$ cat src/rtl/i2c_regwr_pkg.sv
// Package: shared widths and the frame-phase type of the I2C register-write
// target. Assumes 8-bit bus bytes and 7-bit target addresses.
package i2c_regwr_pkg;
    localparam int BYTE_W  = 8;
    localparam int TADDR_W = 7;
    localparam int BITCNT_W = 4;

    typedef enum logic [2:0] {
        PH_IDLE,
        PH_ADDR,
        PH_PTR,
        PH_DATA,
        PH_CRC
    } phase_e;
endpackage

$ cat src/rtl/i2c_bus_sense.sv
// Module: i2c_bus_sense
// Detects SCL edges and START/STOP conditions from bus levels that are
// already synchronous to clk. Assumes the bus is idle-high at reset.
module i2c_bus_sense (
    input  logic clk,
    input  logic rst_n,
    input  logic scl_i,
    input  logic sda_i,
    output logic scl_rise_o,
    output logic scl_fall_o,
    output logic start_o,
    output logic stop_o
);
    logic scl_q;
    logic sda_q;

    // Keep the previous bus levels for edge detection.
    always_ff @(posedge clk) begin
        if (!rst_n) begin
            scl_q <= 1'b1;
            sda_q <= 1'b1;
        end else begin
            scl_q <= scl_i;
            sda_q <= sda_i;
        end
    end

    // Decode edges and conditions from old and new levels.
    always_comb begin
        scl_rise_o = scl_i & ~scl_q;
        scl_fall_o = ~scl_i & scl_q;
        start_o    = scl_i & scl_q & sda_q & ~sda_i;
        stop_o     = scl_i & scl_q & ~sda_q & sda_i;
    end
endmodule

$ cat src/rtl/i2c_crc8_serial.sv
// Module: i2c_crc8_serial
// Bit-serial CRC-8 remainder, MSB first, initial value zero.
// Assumes clear_i takes priority over shift_i.
module i2c_crc8_serial #(
    parameter logic [7:0] POLY = 8'h07
) (
    input  logic       clk,
    input  logic       rst_n,
    input  logic       clear_i,
    input  logic       shift_i,
    input  logic       bit_i,
    output logic [7:0] rem_o
);
    logic [7:0] rem_q;
    logic       fb;

    // Feedback bit of the division step.
    always_comb fb = rem_q[7] ^ bit_i;

    // Update the remainder by one bit, or restart it from zero.
    always_ff @(posedge clk) begin
        if (!rst_n || clear_i) begin
            rem_q <= '0;
        end else if (shift_i) begin
            rem_q <= {rem_q[6:0], 1'b0} ^ (fb ? POLY : 8'h00);
        end
    end

    assign rem_o = rem_q;
endmodule

$ cat src/rtl/i2c_regwr_fsm.sv
// Module: i2c_regwr_fsm
// Frame sequencer: receives bytes, decides ACK/NACK, checks CRC bytes and
// issues register writes. Assumes a compliant host that changes SDA only
// while SCL is low, except for START and STOP.
module i2c_regwr_fsm
    import i2c_regwr_pkg::*;
(
    input  logic               clk,
    input  logic               rst_n,
    input  logic               scl_rise_i,
    input  logic               scl_fall_i,
    input  logic               start_i,
    input  logic               stop_i,
    input  logic               sda_i,
    input  logic [TADDR_W-1:0] cfg_addr_i,
    input  logic               crc_en_i,
    input  logic [BYTE_W-1:0]  crc_rem_i,
    output logic               crc_clear_o,
    output logic               crc_shift_o,
    output logic               sda_oe_o,
    output logic               wr_en_o,
    output logic [BYTE_W-1:0]  wr_addr_o,
    output logic [BYTE_W-1:0]  wr_data_o
);
    localparam logic [BITCNT_W-1:0] LAST_BIT = BITCNT_W'(BYTE_W - 1);
    localparam logic [BITCNT_W-1:0] ACK_BIT  = BITCNT_W'(BYTE_W);
    localparam logic [BITCNT_W-1:0] END_BIT  = BITCNT_W'(BYTE_W + 1);

    phase_e              phase_q, next_q;
    logic [BITCNT_W-1:0] bit_cnt_q;
    logic [BYTE_W-1:0]   shift_q, data_q, ptr_q;
    logic                ack_q, commit_q, oe_q, wr_q;

    logic [BYTE_W-1:0] byte_w;
    logic              busy, byte_done, ack_open, ack_close, crc_ok;

    // Byte assembly and slot decode.
    always_comb begin
        byte_w    = {shift_q[BYTE_W-2:0], sda_i};
        busy      = (phase_q != PH_IDLE);
        byte_done = busy & scl_rise_i & (bit_cnt_q == LAST_BIT);
        ack_open  = busy & scl_fall_i & (bit_cnt_q == ACK_BIT);
        ack_close = busy & scl_fall_i & (bit_cnt_q == END_BIT);
        crc_ok    = (byte_w == crc_rem_i);
    end

    // CRC control: restart per frame and after each accepted CRC byte.
    always_comb begin
        crc_clear_o = start_i | (ack_close & (phase_q == PH_CRC));
        crc_shift_o = busy & scl_rise_i & ~start_i & ~stop_i
                    & (bit_cnt_q < ACK_BIT)
                    & (phase_q inside {PH_ADDR, PH_PTR, PH_DATA});
    end

    // Frame state machine with ACK slot handling and write commit.
    always_ff @(posedge clk) begin
        if (!rst_n) begin
            phase_q   <= PH_IDLE;
            next_q    <= PH_IDLE;
            bit_cnt_q <= '0;
            shift_q   <= '0;
            data_q    <= '0;
            ptr_q     <= '0;
            ack_q     <= 1'b0;
            commit_q  <= 1'b0;
            oe_q      <= 1'b0;
            wr_q      <= 1'b0;
        end else begin
            wr_q <= 1'b0;
            if (start_i) begin
                phase_q   <= PH_ADDR;
                bit_cnt_q <= '0;
                oe_q      <= 1'b0;
                ack_q     <= 1'b0;
                commit_q  <= 1'b0;
            end else if (stop_i) begin
                phase_q   <= PH_IDLE;
                bit_cnt_q <= '0;
                oe_q      <= 1'b0;
                commit_q  <= 1'b0;
            end else if (busy) begin
                if (scl_rise_i) begin
                    if (bit_cnt_q < END_BIT) bit_cnt_q <= bit_cnt_q + 1'b1;
                    if (bit_cnt_q < ACK_BIT) shift_q <= byte_w;
                    if (byte_done) begin
                        case (phase_q)
                            PH_ADDR: begin
                                ack_q    <= (byte_w[BYTE_W-1:1] == cfg_addr_i) & ~byte_w[0];
                                commit_q <= 1'b0;
                                next_q   <= PH_PTR;
                            end
                            PH_PTR: begin
                                ack_q    <= 1'b1;
                                commit_q <= 1'b0;
                                ptr_q    <= byte_w;
                                next_q   <= PH_DATA;
                            end
                            PH_DATA: begin
                                ack_q    <= 1'b1;
                                data_q   <= byte_w;
                                commit_q <= ~crc_en_i;
                                next_q   <= crc_en_i ? PH_CRC : PH_DATA;
                            end
                            PH_CRC: begin
                                ack_q    <= crc_ok;
                                commit_q <= crc_ok;
                                next_q   <= PH_DATA;
                            end
                            default: begin
                                ack_q    <= 1'b0;
                                commit_q <= 1'b0;
                            end
                        endcase
                    end
                end else if (ack_open) begin
                    oe_q <= ack_q;
                    wr_q <= ack_q & commit_q;
                end else if (ack_close) begin
                    oe_q      <= 1'b0;
                    bit_cnt_q <= '0;
                    phase_q   <= ack_q ? next_q : PH_IDLE;
                    if (commit_q) ptr_q <= ptr_q + 1'b1;
                    commit_q  <= 1'b0;
                end
            end
        end
    end

    assign sda_oe_o  = oe_q;
    assign wr_en_o   = wr_q;
    assign wr_addr_o = ptr_q;
    assign wr_data_o = data_q;
endmodule

$ cat src/rtl/i2c_regwr_target.sv
// Module: i2c_regwr_target
// Top level of the I2C register-write target with optional per-byte CRC-8.
// Assumes scl_i/sda_i are already synchronised and sda_i is the wired-AND
// bus level, including this block's own pull-down.
module i2c_regwr_target
    import i2c_regwr_pkg::*;
#(
    parameter logic [7:0] CRC_POLY = 8'h07
) (
    input  logic               clk,
    input  logic               rst_n,
    input  logic               scl_i,
    input  logic               sda_i,
    input  logic [TADDR_W-1:0] cfg_addr_i,
    input  logic               crc_en_i,
    output logic               sda_oe_o,
    output logic               wr_en_o,
    output logic [BYTE_W-1:0]  wr_addr_o,
    output logic [BYTE_W-1:0]  wr_data_o
);
    logic scl_rise, scl_fall, start_det, stop_det;
    logic crc_clear, crc_shift;
    logic [BYTE_W-1:0] crc_rem;

    i2c_bus_sense sense_i (
        .clk        (clk),
        .rst_n      (rst_n),
        .scl_i      (scl_i),
        .sda_i      (sda_i),
        .scl_rise_o (scl_rise),
        .scl_fall_o (scl_fall),
        .start_o    (start_det),
        .stop_o     (stop_det)
    );

    i2c_crc8_serial #(.POLY(CRC_POLY)) crc_i (
        .clk     (clk),
        .rst_n   (rst_n),
        .clear_i (crc_clear),
        .shift_i (crc_shift),
        .bit_i   (sda_i),
        .rem_o   (crc_rem)
    );

    i2c_regwr_fsm fsm_i (
        .clk         (clk),
        .rst_n       (rst_n),
        .scl_rise_i  (scl_rise),
        .scl_fall_i  (scl_fall),
        .start_i     (start_det),
        .stop_i      (stop_det),
        .sda_i       (sda_i),
        .cfg_addr_i  (cfg_addr_i),
        .crc_en_i    (crc_en_i),
        .crc_rem_i   (crc_rem),
        .crc_clear_o (crc_clear),
        .crc_shift_o (crc_shift),
        .sda_oe_o    (sda_oe_o),
        .wr_en_o     (wr_en_o),
        .wr_addr_o   (wr_addr_o),
        .wr_data_o   (wr_data_o)
    );
endmodule

$ cat config.mk
export PLATFORM = sky130hd
export DESIGN_NAME = i2c_regwr_target
export DESIGN_NICKNAME = d
export VERILOG_FILES = /design/src/rtl/i2c_regwr_pkg.sv /design/src/rtl/i2c_bus_sense.sv /design/src/rtl/i2c_crc8_serial.sv /design/src/rtl/i2c_regwr_fsm.sv /design/src/rtl/i2c_regwr_target.sv
export SDC_FILE = /design/constraint.sdc
export NUM_CORES = 1
export LEC_CHECK = 0
export ABC_AREA = 1
export ABC_CLOCK_PERIOD_IN_PS = 2330
export BUFFER_PORTS_ARGS = -buffer_cell sky130_fd_sc_hd__clkbuf_2
export CAP_MARGIN = 20
export CORE_UTILIZATION = 63
export DETAILED_ROUTE_END_ITERATION = 7
export MAX_ROUTING_LAYER = met4
export PLACE_DENSITY = 0.94
export SETUP_SLACK_MARGIN = 0.2
export SYNTH_ARGS = -nofsm -noshare
export SYNTH_HDL_FRONTEND = slang
export SYNTH_SLANG_ARGS = --single-unit
$ cat constraint.sdc
create_clock -name clk -period 2.33 [get_ports clk]
set_input_delay 0.1165 -clock clk [delete_from_list [all_inputs] [get_ports clk]]
set_output_delay 0.1165 -clock clk [all_outputs]
set_load 0.05 [all_outputs]
## After elaboration in Yosys (flattened, before gate mapping)

Index checks and enable logic that the tools add are counted.

| cells by class | value |
|---|---|
| add/subtract/negate cells | 2 |
| $lt $le $gt $ge | 2 |
| equal/unequal tests | 15 |
| muxes and demuxes | 27 |
| bitwise gates (word level) | 33 |
| reductions and logical operators | 25 |

Operator list:

| operator | number |
|---|---|
| $mux 8 | 6 |
| $reduce_and 4->1 | 5 |
| $and 1x1->1 | 19 |
| $mux 4 | 4 |
| $reduce_bool 3->1 | 5 |
| $reduce_and 6->1 | 2 |
| $mux 1 | 11 |
| $not 1->1 | 11 |
| $mux 3 | 3 |
| $pmux 3 s3 | 1 |
| $add 8x1->8 const B | 1 |
| $eq 4x4->1 const B | 2 |
| $eq 8x8->1 | 1 |
| $lt 4x4->1 const B | 2 |
| $reduce_and 8->1 | 1 |
| $xor 8x8->8 | 1 |
| $eq 7x7->1 | 1 |
| $eq 3x2->1 const B | 2 |
| $ne 2x2->1 const B | 3 |
| $reduce_bool 2->1 | 3 |
| $reduce_or 2->1 | 3 |
| $reduce_or 6->1 | 1 |
| $reduce_and 5->1 | 1 |
| $add 4x1->4 const B | 1 |
| other kinds (14) | 14 |

| word-level totals | value |
|---|---|
| flip-flop bits (word level) | 47 |
| output and inout port bits | 18 |
| logic and storage cells | 118 |

## Logic depth before layout (Yosys ltp)

Gate-level depths: netlist (run 1).

| depth | value |
|---|---|
| word-level depth | 10 |
| depth in mapped cells | 12 |
| gate-level depth less buffers | 12 |

## Modules after synthesis

Synthesis (run 1) repeated with hierarchy kept, for this count alone.

| unflattened totals | value |
|---|---|
| cell total of the unflattened synthesis | 383 |
| area total of the unflattened synthesis | 2571.2 sq um |

By module, submodules not included:

| module | times used | cells each | area each (sq um) | seq. area each (sq um) |
|---|---|---|---|---|
| i2c_regwr_fsm | 1 | 320 | 2132.0 | 740.7 |
| i2c_crc8_serial | 1 | 48 | 350.3 | 160.2 |
| i2c_bus_sense | 1 | 15 | 88.8 | 40.0 |

## Worst setup path after synthesis (run 1)

Ideal clock, no wire load.

| timing | value |
|---|---|
| path kind | reg-to-reg |
| from | register fsm_i.ptr_q[0] (netlist: fsm_i.wr_addr_o[0]) |
| to | register fsm_i.ptr_q[6] (netlist: fsm_i.wr_addr_o[6]) |
| setup time | 0.115 ns |
| arrival | 1.550 ns |
| setup slack | 0.665 ns |
| stages on the path, launching flop included | 11 |
| buffers on the path | 0 |
| period minus slack after synthesis | 1.665 ns |
| cell sequence | dfxtp_1 > ha_1 > inv_1 > nor2_1 > nand3_1 > nand2_1 > nand3_1 > nand2_1 > nand2_1 > nand2_1 > nor2_1 |

| between the ends | value |
|---|---|
| longest elaborated chain between the ends | 5 |

RTL lines:

| what | RTL line | text |
|---|---|---|
| start, declared | i2c_regwr_fsm.sv:31 | `logic [BYTE_W-1:0] shift_q, data_q, ptr_q;` |
| start signal, assigned | i2c_regwr_fsm.sv:95 | `ptr_q <= byte_w;` |
| start signal, assigned | i2c_regwr_fsm.sv:122 | `if (commit_q) ptr_q <= ptr_q + 1'b1;` |
| $add 8x1->8 | i2c_regwr_fsm.sv:122 |  |
| $mux 8 | i2c_regwr_fsm.sv:122 |  |
| $mux 8 | i2c_regwr_fsm.sv:118 | `end else if (ack_close) begin` |
| $mux 8 | i2c_regwr_fsm.sv:115 | `end else if (ack_open) begin` |
| $mux 8 | i2c_regwr_fsm.sv:82 | `if (scl_rise_i) begin` |

Every way passes these cells. The select of a mux whose other input is x is not followed.
A chain may end at the register's enable or synchronous reset.

## Final worst setup path (run 1)

| timing | value |
|---|---|
| from | register fsm_i.bit_cnt_q[0] |
| to | register fsm_i.ptr_q[6] (netlist: fsm_i.wr_addr_o[6]) |

| between the ends | value |
|---|---|
| longest elaborated chain between the ends | 4 |
| elaborated cells on any way between the ends | 10 |
| classes of those cells | 5 x eq/ne; 3 x bitwise; 2 x reduce/logical |

RTL lines:

| what | RTL line | text |
|---|---|---|
| start, declared | i2c_regwr_fsm.sv:30 | `logic [BITCNT_W-1:0] bit_cnt_q;` |
| start signal, assigned | i2c_regwr_fsm.sv:83 | `if (bit_cnt_q < END_BIT) bit_cnt_q <= bit_cnt_q + 1'b1;` |
| $eq 4x3->1 (tied with other cells) | i2c_regwr_fsm.sv:41 | `byte_done = busy & scl_rise_i & (bit_cnt_q == LAST_BIT);` |
| $and 1x1->1, on equally long branches | i2c_regwr_fsm.sv:41, i2c_regwr_fsm.sv:42, i2c_regwr_fsm.sv:43 |  |
| $ne 2x2->1 (no line) (tied with other cells) | n/a |  |
| $reduce_and 8->1 (no line) (*) | n/a |  |

Every way passes the cells marked *; elsewhere a longest branch is shown, timed or not.

==> run summary, run 1 <==
Run status
- result of the run: complete, no violations

Clock tree
- number of setup buffers added after CTS: 0
- clk sinks: 47
- clock network latency to the later pin of the worst-skew pair: 310 ps
- hold-fix buffer count after cts: 0
- register clock-pin slew on the reported worst setup and hold paths: 90 ps
- TritonCTS Buffers: 5
- CTS tree: yes
- cells resized by post-CTS repair: 0
- clk buf depth: 2
- CTS root buf: sky130_fd_sc_hd__clkbuf_8
- H-tree lvl count: 2

Synth
- main flop type after synthesis: sky130_fd_sc_hd__dfxtp_1
- Yosys top cell area share: 35.4%
- flip-flop and latch count after synthesis: 47
- Post-Synthesis Net Count: 392
- library cell with the highest instance count after synthesis: sky130_fd_sc_hd__nand2_1
- proportion of synthesized chip area in sequential cells: 35.4%
- number of enable-type register cells in the synthesized netlist: 0
- biggest area consumer among synthesized cells: sky130_fd_sc_hd__dfxtp_1
- leading post-synthesis cells by cell area: sky130_fd_sc_hd__dfxtp_1 (35%), sky130_fd_sc_hd__nand2_1 (13%), sky130_fd_sc_hd__inv_1 (6.5%)
- ys async rst share: 0%
- Warnings, synthesis: 0
- Cell Area, Synth: 2660 sq um
- number of instances in the synthesized netlist: 375
- unique cell type count in the Yosys netlist: 36
- mean area per synthesized cell: 7.08 sq um
- most used standard cells in the synthesized netlist: sky130_fd_sc_hd__nand2_1 (92), sky130_fd_sc_hd__dfxtp_1 (47), sky130_fd_sc_hd__inv_1 (46), sky130_fd_sc_hd__nor2_1 (40), sky130_fd_sc_hd__a21oi_1 (27)

Floorplan
- initial core utilization: 65.9%
- Top-Level Pins: 30
- Site Rows: 23
- die area: 4480 sq um
- width of the die: 66.9 um
- height of the chip: 66.9 um
- Core Box Area: 4030 sq um

Global route
- Overall Global Routing Usage: 30.6%
- total congestion overflow: 0
- initial antenna violation count: 0
- pin count of the biggest net entering global routing: 26
- number of global-route vias before repair: 2223
- first-pass GRT wire length: 9910 um

STA
- final critical delay including setup and external delays: 1690 ps
- unrepaired setup endpoints after global routing: no
- slew at the pin closest to its max-slew limit: 459 ps
- setup clock skew after layout: 10.9 ps
- final-report setup violation count: 0
- maximum frequency from static timing analysis: 0.590 GHz
- headroom to the max-slew limit: 69.4%
- hold violation count in the final report: 0
- final sum of negative setup slack: 0 ps
- max-slew violations: 0
- Period Utilization, post-route: 72.7%

Critical path
- WP data arrival: 1910 ps
- dominant cell type by count on the critical path: sky130_fd_sc_hd__nand2_1
- type of element launching the critical path: flip-flop
- Crit Path Category: reg2reg
- Req. time, crit path: 2550 ps
- nature of the critical path endpoint: flip-flop
- list of cells traversed by the critical path: inv_1 > ha_1 > nand3_1 > nand4_4 > nand2_4 > nand3_4 > clkinv_4 > nand2_1 > nand2_1 > nor2_1
- highest cell delay on the worst timing path: 410 ps
- largest fanout on the critical path: 9
- cell with the largest stage delay on the worst path: sky130_fd_sc_hd__dfxtp_1

Power and ir drop
- total power density per cell area: 540 nW/um^2
- IR drop worst, VDD: 390 uV
- PnR Total Power: 1.59 mW
- leakage power: 1.37 nW

Final layout
- multi-input combinational cell area: 1430 sq um
- Antenna Cells: 0
- layout overhead on the synthesized area: 10.7%
- share of cells above drive strength 1: 19.0%
- area taken by flip-flops and latches: 941 sq um
- final core area utilization: 73.0%
- Final Instance Area: 2940 sq um
- final-layout fill cell count: 320
- net count of the finished layout: 421

Job
- maximum capacitance violations: 0

Route
- Remaining DRCs: 0
- via/cell ratio: 5.44
- final wirelength: 6090 um
- count of TritonRoute iterations in the first routing pass: 4
- average detailed-routed wire length per instance: 13.4 um
- DRT iter0 DRCs: 188
- total via count in the routed design: 2473
- remaining antenna violation count: 0

Placed design
- Placer Congestion: 0.854
- post-detailed-placement half-perimeter wirelength: 4350 um
- buffers added on ports: 29
- area of placed instances: 2820 sq um

Min path
- Min-Delay Path Class: in2reg

cells by family after synthesis:
kind of cell    count (synthesis)  synth area share (%)
xor+xnor                       11                  3.63
compound gates                 71                  16.7
flops                          47                  35.4
simple gates                  176                  31.3
fa+ha+maj                       5                  2.36
buf+inv                        65                  10.6
sequential cells by signal (all words and copies together) (netlist names):
signal,cells
fsm_i.commit_q,1
fsm_i.next_q,3
fsm_i.shift_q,7
fsm_i.wr_en_o,1
sense_i.scl_q,1
crc_i.rem_o,8
fsm_i.sda_oe_o,1
fsm_i.ack_q,1
fsm_i.bit_cnt_q,4
fsm_i.phase_q,3
sense_i.sda_q,1
fsm_i.wr_data_o,8
fsm_i.wr_addr_o,8
path summary, 6_finish.rpt:
path,start,depth (start not counted),end,slack (ps)
worst max-delay path,fsm_i.bit_cnt_q[0]$_SDFFE_PP0P_,10,fsm_i.wr_addr_o[6]$_SDFFE_PN0P_,640
worst min-delay path,rst_n,3,fsm_i.ack_q$_SDFFE_PP0P_,70
worst max register to register,fsm_i.bit_cnt_q[0]$_SDFFE_PP0P_,10,fsm_i.wr_addr_o[6]$_SDFFE_PN0P_,640
worst min register to register,fsm_i.commit_q$_SDFFE_PP0P_,2,fsm_i.commit_q$_SDFFE_PP0P_,480
where the power goes:
group | internal, mW | leakage, nW | switching (mW)
Sequential | 0.809 | 0.379 | 0.00810
Clock | 0.353 | 0.0618 | 0.295
Combinational | 0.0398 | 0.933 | 0.0826
Total | 1.20 | 1.37 | 0.385
area by class of cell:
class	instances	area share, %
Timing Repair Buffer	30	5.19
Tap cell	50	2.13
Inverter	57	7.75
Clock buffer	6	2.81
Multi-Input combinational cell	263	48.8
Clock inverter	2	1.32
Sequential cell	47	32.0
placed cells by master, fill, tap and decap left out, types with 2 or more instances in the layout:
master	netlist	routed
sky130_fd_sc_hd__dfxtp_1	47	47
sky130_fd_sc_hd__nand4_1	2	2
sky130_fd_sc_hd__nand3_4	2	2
sky130_fd_sc_hd__xnor2_1	9	9
sky130_fd_sc_hd__nor2_2	3	3
sky130_fd_sc_hd__inv_1	46	46
sky130_fd_sc_hd__nor3_1	2	2
sky130_fd_sc_hd__or2_1	2	2
sky130_fd_sc_hd__clkbuf_8	0	6
sky130_fd_sc_hd__o21ai_1	3	3
sky130_fd_sc_hd__nor2_4	3	3
sky130_fd_sc_hd__nor2_1	40	40
sky130_fd_sc_hd__a211oi_1	5	5
sky130_fd_sc_hd__nand2_4	6	6
sky130_fd_sc_hd__o21ai_0	24	24
sky130_fd_sc_hd__a21oi_2	3	3
sky130_fd_sc_hd__clkinv_4	2	2
sky130_fd_sc_hd__nand2_1	92	92
sky130_fd_sc_hd__a21oi_1	27	27
sky130_fd_sc_hd__inv_2	7	7
sky130_fd_sc_hd__ha_1	5	5
sky130_fd_sc_hd__nand3_1	20	20
sky130_fd_sc_hd__a211oi_2	5	5
sky130_fd_sc_hd__clkbuf_2	0	29
sky130_fd_sc_hd__xor2_1	2	2
per-layer routing:
metal,part of all wire (%),track usage (%),routed length (um)
met1,44,36.5,2670
met2,48,50.1,2920
met3,6.0,6.68,367
met4,2.2,11.4,135
met5,0,-,0
per-stage QoR:
stage                     cells  setup WS (ps)  hold WS, ps
after floorplan             375            665          216
after global routing        455            479         94.2
after CTS                   455            640         62.3
after global placement      447            732          391
final                       455            636         72.2
after detailed placement    447            671          397
critical path, delay by kind of cell, from the launching register on:
family / cells / cell delay, ps
simple gates: 7 / 790
flops: 1 / 410
fa+ha+maj: 1 / 200
buf+inv: 2 / 200
No activity file was read; power rests on OpenSTA's default activity.
==> run 2: changes to the inputs <==
--- a/config.mk
+++ b/config.mk
@@ -6,13 +6,13 @@
 export NUM_CORES = 1
 export LEC_CHECK = 0
 export ABC_AREA = 1
-export ABC_CLOCK_PERIOD_IN_PS = 2330
+export ABC_CLOCK_PERIOD_IN_PS = 1500
 export BUFFER_PORTS_ARGS = -buffer_cell sky130_fd_sc_hd__clkbuf_2
 export CAP_MARGIN = 20
-export CORE_UTILIZATION = 63
+export CORE_UTILIZATION = 53
 export DETAILED_ROUTE_END_ITERATION = 7
 export MAX_ROUTING_LAYER = met4
-export PLACE_DENSITY = 0.94
+export PLACE_DENSITY = 0.85
 export SETUP_SLACK_MARGIN = 0.2
 export SYNTH_ARGS = -nofsm -noshare
 export SYNTH_HDL_FRONTEND = slang
==> constraint.sdc (replaced) <==
create_clock -name clk -period 1.5 [get_ports clk]
set_input_delay 0.075 -clock clk [delete_from_list [all_inputs] [get_ports clk]]
set_output_delay 0.075 -clock clk [all_outputs]
set_load 0.05 [all_outputs]
==> run 2 against run 1 <==
  * Via count is 6.0% higher
  * Combinational power is 110% higher
  * Setup slack worse by 620 ps
  * Total power is 47% higher
  * Hold slack worse by 45 ps
  * Largest power group unchanged
  * Non-clock buffer count is 25 higher
  * Die area is 18% higher
  * Utilization is 0.77 points lower
  * Cell area is 18% higher
  * Routed wire length is 17% higher
==> run summary, run 2 (synthesis gave the netlist of run 1 again) <==
Run status
- result of the run: complete, no violations, unchanged

Route
- Remaining DRCs: 0, unchanged
- via/cell ratio: 5.25, was 5.44
- DRT iter0 DRCs: 195, was 188
- final wirelength: 7150 um, was 6090 um
- remaining antenna violation count: 0, unchanged
- count of TritonRoute iterations in the first routing pass: 4, unchanged
- average detailed-routed wire length per instance: 14.3 um, was 13.4 um
- total via count in the routed design: 2622, was 2473

Floorplan
- initial core utilization: 55.5%, was 65.9%
- Core Box Area: 4790 sq um, was 4030 sq um
- width of the die: 72.8 um, was 66.9 um
- height of the chip: 72.8 um, was 66.9 um
- Site Rows: 25, was 23
- die area: 5300 sq um, was 4480 sq um
- Top-Level Pins: 30, unchanged

Critical path
- Worst path top cell family by delay: flip-flops, was simple AND/OR/NAND/NOR gates
- Req. time, crit path: 1750 ps, was 2550 ps
- largest fanout on the critical path: 8, was 9
- type of element launching the critical path: flip-flop, unchanged
- cell with the largest stage delay on the worst path: sky130_fd_sc_hd__dfxtp_4, was sky130_fd_sc_hd__dfxtp_1
- nature of the critical path endpoint: flip-flop, unchanged
- Worst R2R Path Depth: 8, was 10
- list of cells traversed by the critical path: ha_4 > nand3_4 > nor2_4 > buf_6 > nand2_4 > clkinv_4 > o21ai_0 > a21oi_1, was inv_1 > ha_1 > nand3_1 > nand4_4 > nand2_4 > nand3_4 > clkinv_4 > nand2_1 > nand2_1 > nor2_1
- Crit Path Category: reg2reg, unchanged
- total stage count of the critical path: 8, was 10
- worst path buffer plus inverter count: 2, unchanged
- WP data arrival: 1730 ps, was 1910 ps
- highest cell delay on the worst timing path: 420 ps, was 410 ps

STA
- slew at the pin closest to its max-slew limit: 421 ps, was 459 ps
- unrepaired setup endpoints after global routing: yes, was no
- headroom to the max-slew limit: 71.9%, was 69.4%
- maximum frequency from static timing analysis: 0.676 GHz, was 0.590 GHz
- setup clock skew after layout: 6.20 ps, was 10.9 ps
- worst setup slack after layout: 20.3 ps, was 636 ps
- hold violation count in the final report: 0, unchanged
- Period Utilization, post-route: 98.6%, was 72.7%
- max-slew violations: 0, unchanged
- final-report setup violation count: 0, unchanged
- final critical delay including setup and external delays: 1480 ps, was 1690 ps

Min path
- depth of the worst hold-timing path: 3, unchanged
- Min-Delay Path Class: in2reg, unchanged

Global route
- first-pass GRT wire length: 10800 um, was 9910 um
- initial antenna violation count: 0, unchanged
- number of global-route vias before repair: 2345, was 2223
- pin count of the biggest net entering global routing: 20, was 26
- total congestion overflow: 0, unchanged
- Overall Global Routing Usage: 27.4%, was 30.6%

Power and ir drop
- Switch Pwr: 0.656 mW, was 0.385 mW
- switching share of power: 28.0%, was 24.3%
- leakage power: 1.59 nW, was 1.37 nW
- relative contribution of sequential cells to total power: 53.9%, was 51.5%
- Int Pwr: 1.68 mW, was 1.20 mW
- IR drop worst, VDD: 586 uV, was 390 uV
- logic gate share of total power: 11.1%, was 7.7%
- clock power share: 35.0%, was 40.8%
- total power density per cell area: 677 nW/um^2, was 540 nW/um^2

Final layout
- net count of the finished layout: 448, was 421
- Final Instance Area: 3450 sq um, was 2940 sq um
- most frequent cells in the layout: sky130_fd_sc_hd__nand2_1 (78), sky130_fd_sc_hd__nor2_1 (38), sky130_fd_sc_hd__inv_1 (36), was sky130_fd_sc_hd__nand2_1 (92), sky130_fd_sc_hd__dfxtp_1 (47), sky130_fd_sc_hd__inv_1 (46)
- Antenna Cells: 0, unchanged
- share of cells above drive strength 1: 38.2%, was 19.0%
- layout overhead on the synthesized area: 30.1%, was 10.7%
- area taken by flip-flops and latches: 977 sq um, was 941 sq um
- most common library cell in the layout ignoring fill and taps: sky130_fd_sc_hd__nand2_1, unchanged
- multi-input combinational cell area: 1660 sq um, was 1430 sq um
- final-layout fill cell count: 344, was 320

Job
- maximum capacitance violations: 0, unchanged

Clock tree
- clk buf depth: 2, unchanged
- CTS root buf: sky130_fd_sc_hd__clkbuf_8, unchanged
- TritonCTS Buffers: 5, unchanged
- clk sinks: 47, unchanged
- register clock-pin slew on the reported worst setup and hold paths: 100 ps, was 90 ps
- H-tree lvl count: 2, unchanged
- CTS tree: yes, unchanged
- hold-fix buffer count after cts: 0, unchanged
- clock network latency to the later pin of the worst-skew pair: 320 ps, was 310 ps

Placed design
- area of placed instances: 2950 sq um, was 2820 sq um
- Placer Congestion: 0.833, was 0.854
- buffers added on ports: 29, unchanged
- Worst Setup Slack post-DPL: 17.5 ps, was 671 ps
- post-detailed-placement half-perimeter wirelength: 4580 um, was 4350 um

==> run 2: cell types whose count changed in the layout (fill, tap and decap cells not counted), moves of 8 or more <==
cell,before,now
sky130_fd_sc_hd__dfxtp_1,47,28
sky130_fd_sc_hd__buf_4,1,19
sky130_fd_sc_hd__dfxtp_2,0,14
sky130_fd_sc_hd__nand2_1,92,78
sky130_fd_sc_hd__inv_1,46,36
sky130_fd_sc_hd__nand2_2,1,9
==> run 2: final timing paths <==
path	from	end	slack [ps]
min	crc_en_i	fsm_i.next_q[2]$_SDFFE_PN0P_	30
max reg2reg	fsm_i.bit_cnt_q[0]$_SDFFE_PP0P_	fsm_i.wr_data_o[0]$_SDFFE_PN0P_	20
max	fsm_i.bit_cnt_q[0]$_SDFFE_PP0P_	fsm_i.wr_data_o[0]$_SDFFE_PN0P_	20
min reg2reg	fsm_i.commit_q$_SDFFE_PP0P_	fsm_i.commit_q$_SDFFE_PP0P_	480
==> run 2: per-layer routing <==
| metal | vias up | part of all wire (%) | global-route usage [%] |
|---|---|---|---|
| met3 | 19 | 4.8 | 5.66 |
| met5 | - | 0 | - |
| li1 | 1304 | - | - |
| met1 | 1220 | 42 | 34.8 |
| met2 | 79 | 51 | 43.7 |
| met4 | 0 | 2.2 | 8.50 |
==> run 2: final cells by class <==
type | instances | share of cell area [%]
sequential | 47 | 28.3
multi-input combinational | 264 | 48.0
tap | 67 | 2.43
inverter | 57 | 7.35
timing repair buffer | 55 | 11.1
timing repair inverter | 1 | 0.145
clock inverter | 3 | 0.652
clock buffer | 5 | 1.99
==> run 2: power groups by stage <==
stage	Combinational, mW	Sequential [mW]	Clock (mW)
6_report	0.260	1.26	0.819
5_1_grt	0.281	1.26	0.876
4_1_cts	0.223	1.26	0.820
3_5_place_dp	0.202	1.29	0
3_3_place_gp	0.197	1.29	0
2_1_floorplan	0.136	1.29	0
==> run 2: repair_timing <==
item / CTS / global route
gates resized for setup: 26 / 54
cloned: 2 / 0
pin swaps: 13 / 20
setup buffers: 9 / 9
setup endpoints to repair: 42 / 45
==> run 2: worst reg2reg max path: stages, from the launching register on <==
cell and delay [ps]:
sky130_fd_sc_hd__dfxtp_4 420, sky130_fd_sc_hd__ha_4 170, sky130_fd_sc_hd__nand3_4 110, sky130_fd_sc_hd__nor2_4 190, sky130_fd_sc_hd__buf_6 140, sky130_fd_sc_hd__nand2_4 60, sky130_fd_sc_hd__clkinv_4 90, sky130_fd_sc_hd__o21ai_0 80
sky130_fd_sc_hd__a21oi_1 160
==> run 2: through the flow <==
| stage | utilization [%] | total power [mW] | cells | hold slack (ps) | TNS (ps) |
|---|---|---|---|---|---|
| 2_1_floorplan | - | 1.43 | 375 | 174 | 0 |
| 3_3_place_gp | 61.6 | 1.49 | 471 | 370 | 0 |
| 3_5_place_dp | 61.6 | 1.49 | 471 | 379 | 0 |
| 4_1_cts | 67.2 | 2.31 | 490 | 51.0 | 0 |
| 5_1_grt | 72.2 | 2.42 | 499 | 27.6 | -198 |
| 6_report | 72.2 | 2.34 | 499 | 26.7 | 0 |
==> run 3: changes to the inputs <==
--- a/config.mk
+++ b/config.mk
@@ -6,7 +6,7 @@
 export NUM_CORES = 1
 export LEC_CHECK = 0
 export ABC_AREA = 1
-export ABC_CLOCK_PERIOD_IN_PS = 1500
+export ABC_CLOCK_PERIOD_IN_PS = 1320
 export BUFFER_PORTS_ARGS = -buffer_cell sky130_fd_sc_hd__clkbuf_2
 export CAP_MARGIN = 20
 export CORE_UTILIZATION = 53
==> constraint.sdc (replaced) <==
create_clock -name clk -period 1.32 [get_ports clk]
set_input_delay 0.066 -clock clk [delete_from_list [all_inputs] [get_ports clk]]
set_output_delay 0.066 -clock clk [all_outputs]
set_load 0.05 [all_outputs]
==> run 3 against run 2 <==
  * The flow now finishes with violations (setup timing)
  * Highest routed layer unchanged
  * First-iteration DRC count rose by 38%
  * Critical endpoint is now fsm_i.wr_addr_o[7]$_SDFFE_PN0P_
  * Hold slack improved by 22 ps
  * Sequential cell count did not move
  * Register-to-register slack got worse by 190 ps
  * Clock skew rose by 8.0 ps
  * Fmax fell by 0.80%
  * Critical path depth did not move
  * Die area did not move
==> run summary, run 3 (synthesis gave the netlist of run 1 again) <==
Global route
- pin count of the biggest net entering global routing: 19, was 20
- first-pass GRT wire length: 11200 um, was 10800 um
- number of global-route vias before repair: 2467, was 2345
- total congestion overflow: 0, unchanged
- initial antenna violation count: 0, unchanged
- Overall Global Routing Usage: 28.5%, was 27.4%

STA
- final critical delay including setup and external delays: 1490 ps, was 1480 ps
- setup clock skew after layout: 14.2 ps, was 6.20 ps
- final sum of negative setup slack: -2420 ps, was 0 ps
- max-slew violations: 0, unchanged
- headroom to the max-slew limit: 74.4%, was 71.9%
- final-report setup violation count: 33, was 0
- slew at the pin closest to its max-slew limit: 381 ps, was 421 ps
- worst setup slack after layout: -172 ps, was 20.3 ps
- maximum frequency from static timing analysis: 0.670 GHz, was 0.676 GHz
- unrepaired setup endpoints after global routing: yes, unchanged
- Period Utilization, post-route: 113%, was 98.6%
- hold violation count in the final report: 0, unchanged
- WHS: 48.5 ps, was 26.7 ps

Critical path
- largest fanout on the critical path: 4, was 8
- worst reg2reg startpoint: fsm_i.bit_cnt_q[0]$_SDFFE_PP0P_, unchanged
- Reg-to-Reg End: fsm_i.wr_addr_o[7]$_SDFFE_PN0P_, was fsm_i.wr_data_o[0]$_SDFFE_PN0P_
- Worst R2R Path Depth: 8, unchanged
- last element of the critical path: fsm_i.wr_addr_o[7]$_SDFFE_PN0P_, was fsm_i.wr_data_o[0]$_SDFFE_PN0P_
- CP Launch Point: fsm_i.bit_cnt_q[0]$_SDFFE_PP0P_, unchanged
- type of element launching the critical path: flip-flop, unchanged
- setup slack of the worst register-to-register path: -170 ps, was 20 ps
- WP data arrival: 1740 ps, was 1730 ps
- Req. time, crit path: 1570 ps, was 1750 ps
- Crit Path Category: reg2reg, unchanged
- nature of the critical path endpoint: flip-flop, unchanged

Clock tree
- CTS root buf: sky130_fd_sc_hd__clkbuf_8, unchanged
- TritonCTS Buffers: 5, unchanged
- register clock-pin slew on the reported worst setup and hold paths: 90 ps, was 100 ps
- clk buf depth: 2, unchanged
- clock network latency to the later pin of the worst-skew pair: 320 ps, about the same
- clk sinks: 47, unchanged
- CTS tree: yes, unchanged
- H-tree lvl count: 2, unchanged

Power and ir drop
- IR drop worst, VDD: 576 uV, was 586 uV
- PnR Total Power: 2.64 mW, was 2.34 mW
- leakage power: 1.62 nW, was 1.59 nW
- total power density per cell area: 745 nW/um^2, was 677 nW/um^2

Final layout
- most frequent cells in the layout: sky130_fd_sc_hd__nand2_1 (84), sky130_fd_sc_hd__inv_1 (40), sky130_fd_sc_hd__buf_4 (39), was sky130_fd_sc_hd__nand2_1 (78), sky130_fd_sc_hd__nor2_1 (38), sky130_fd_sc_hd__inv_1 (36)
- final cell count without fillers: 514, was 499
- net count of the finished layout: 463, was 448
- multi-input combinational cell area: 1660 sq um, about the same
- final core area utilization: 74.0%, was 72.2%
- Final Instance Area: 3540 sq um, was 3450 sq um
- most common library cell in the layout ignoring fill and taps: sky130_fd_sc_hd__nand2_1, unchanged
- layout overhead on the synthesized area: 33.3%, was 30.1%
- final-layout fill cell count: 364, was 344
- share of cells above drive strength 1: 38.5%, was 38.2%
- area taken by flip-flops and latches: 967 sq um, was 977 sq um
- Antenna Cells: 0, unchanged

Placed design
- buffers added on ports: 29, unchanged
- area of placed instances: 3230 sq um, was 2950 sq um
- Placer Congestion: 0.945, was 0.833
- Worst Setup Slack post-DPL: -101 ps, was 17.5 ps
- instance count after placement with tap cells included: 497, was 471
- post-detailed-placement half-perimeter wirelength: 4900 um, was 4580 um

Route
- average detailed-routed wire length per instance: 13.8 um, was 14.3 um
- DRT iter0 DRCs: 270, was 195
- final wirelength: 7110 um, was 7150 um
- remaining antenna violation count: 0, unchanged
- via/cell ratio: 5.35, was 5.25
- count of TritonRoute iterations in the first routing pass: 5, was 4
- total via count in the routed design: 2750, was 2622
- Remaining DRCs: 0, unchanged

Floorplan
- Core Box Area: 4790 sq um, unchanged
- die area: 5300 sq um, unchanged
- width of the die: 72.8 um, unchanged
- initial core utilization: 55.5%, unchanged
- Site Rows: 25, unchanged
- Top-Level Pins: 30, unchanged
- height of the chip: 72.8 um, unchanged

Min path
- Min-Delay Path Class: in2reg, unchanged

Run status
- failing checks: setup timing
- result of the run: finished with violations, was complete, no violations

Job
- maximum capacitance violations: 0, unchanged

## run 3: where the power goes
part	total, mW	internal (mW)	switching, mW
Sequential	1.44	1.42	0.0134
Clock	0.909	0.371	0.539
Combinational	0.290	0.110	0.180
Total	2.64	1.90	0.732
## run 3: worst min path at each step
stage / startpoint / end / depth (start not counted)
floorplan: sda_i / sense_i.sda_q$_SDFF_PN1_ / 2
global placement: scl_i / sense_i.scl_q$_SDFF_PN1_ / 2
detailed placement: scl_i / sense_i.scl_q$_SDFF_PN1_ / 2
CTS: scl_i / sense_i.scl_q$_SDFF_PN1_ / 2
global route: crc_en_i / fsm_i.next_q[2]$_SDFFE_PN0P_ / 3
finish: crc_en_i / fsm_i.next_q[2]$_SDFFE_PN0P_ / 3
## run 3: layer usage
metal	global-route usage [%]	wire length [um]	up-vias
met3	5.66	434	16
met5	-	0	-
met4	11.5	173	0
li1	-	-	1343
met2	46.2	3490	101
met1	34.6	3020	1290
## run 3: worst max-delay path: stages, from the launching register on
cell and delay (ps):
sky130_fd_sc_hd__dfxtp_4 400, sky130_fd_sc_hd__ha_1 200, sky130_fd_sc_hd__nand3_2 140, sky130_fd_sc_hd__nor2_4 180
sky130_fd_sc_hd__buf_12 130, sky130_fd_sc_hd__nor2_1 30, sky130_fd_sc_hd__nor2_1 130, sky130_fd_sc_hd__nand3_1 90
sky130_fd_sc_hd__a21oi_1 140
## run 3: repair_timing
item,4_1_cts,5_1_grt
setup endpoints to repair,46,46
gates resized for setup,23,24
pin swaps,7,2
cloned,2,0
hold buffers,0,0
setup buffers,1,6
## run 3: layout make-up
class                           count  share of cell area (%)
Timing Repair Buffer               70                    13.6
Timing Repair inverter              1                   0.247
Tap cell                           67                    2.37
Clock buffer                        5                    1.94
Inverter                           57                    6.96
Multi-Input combinational cell    264                    47.0
Sequential cell                    47                    27.3
Clock inverter                      3                   0.566
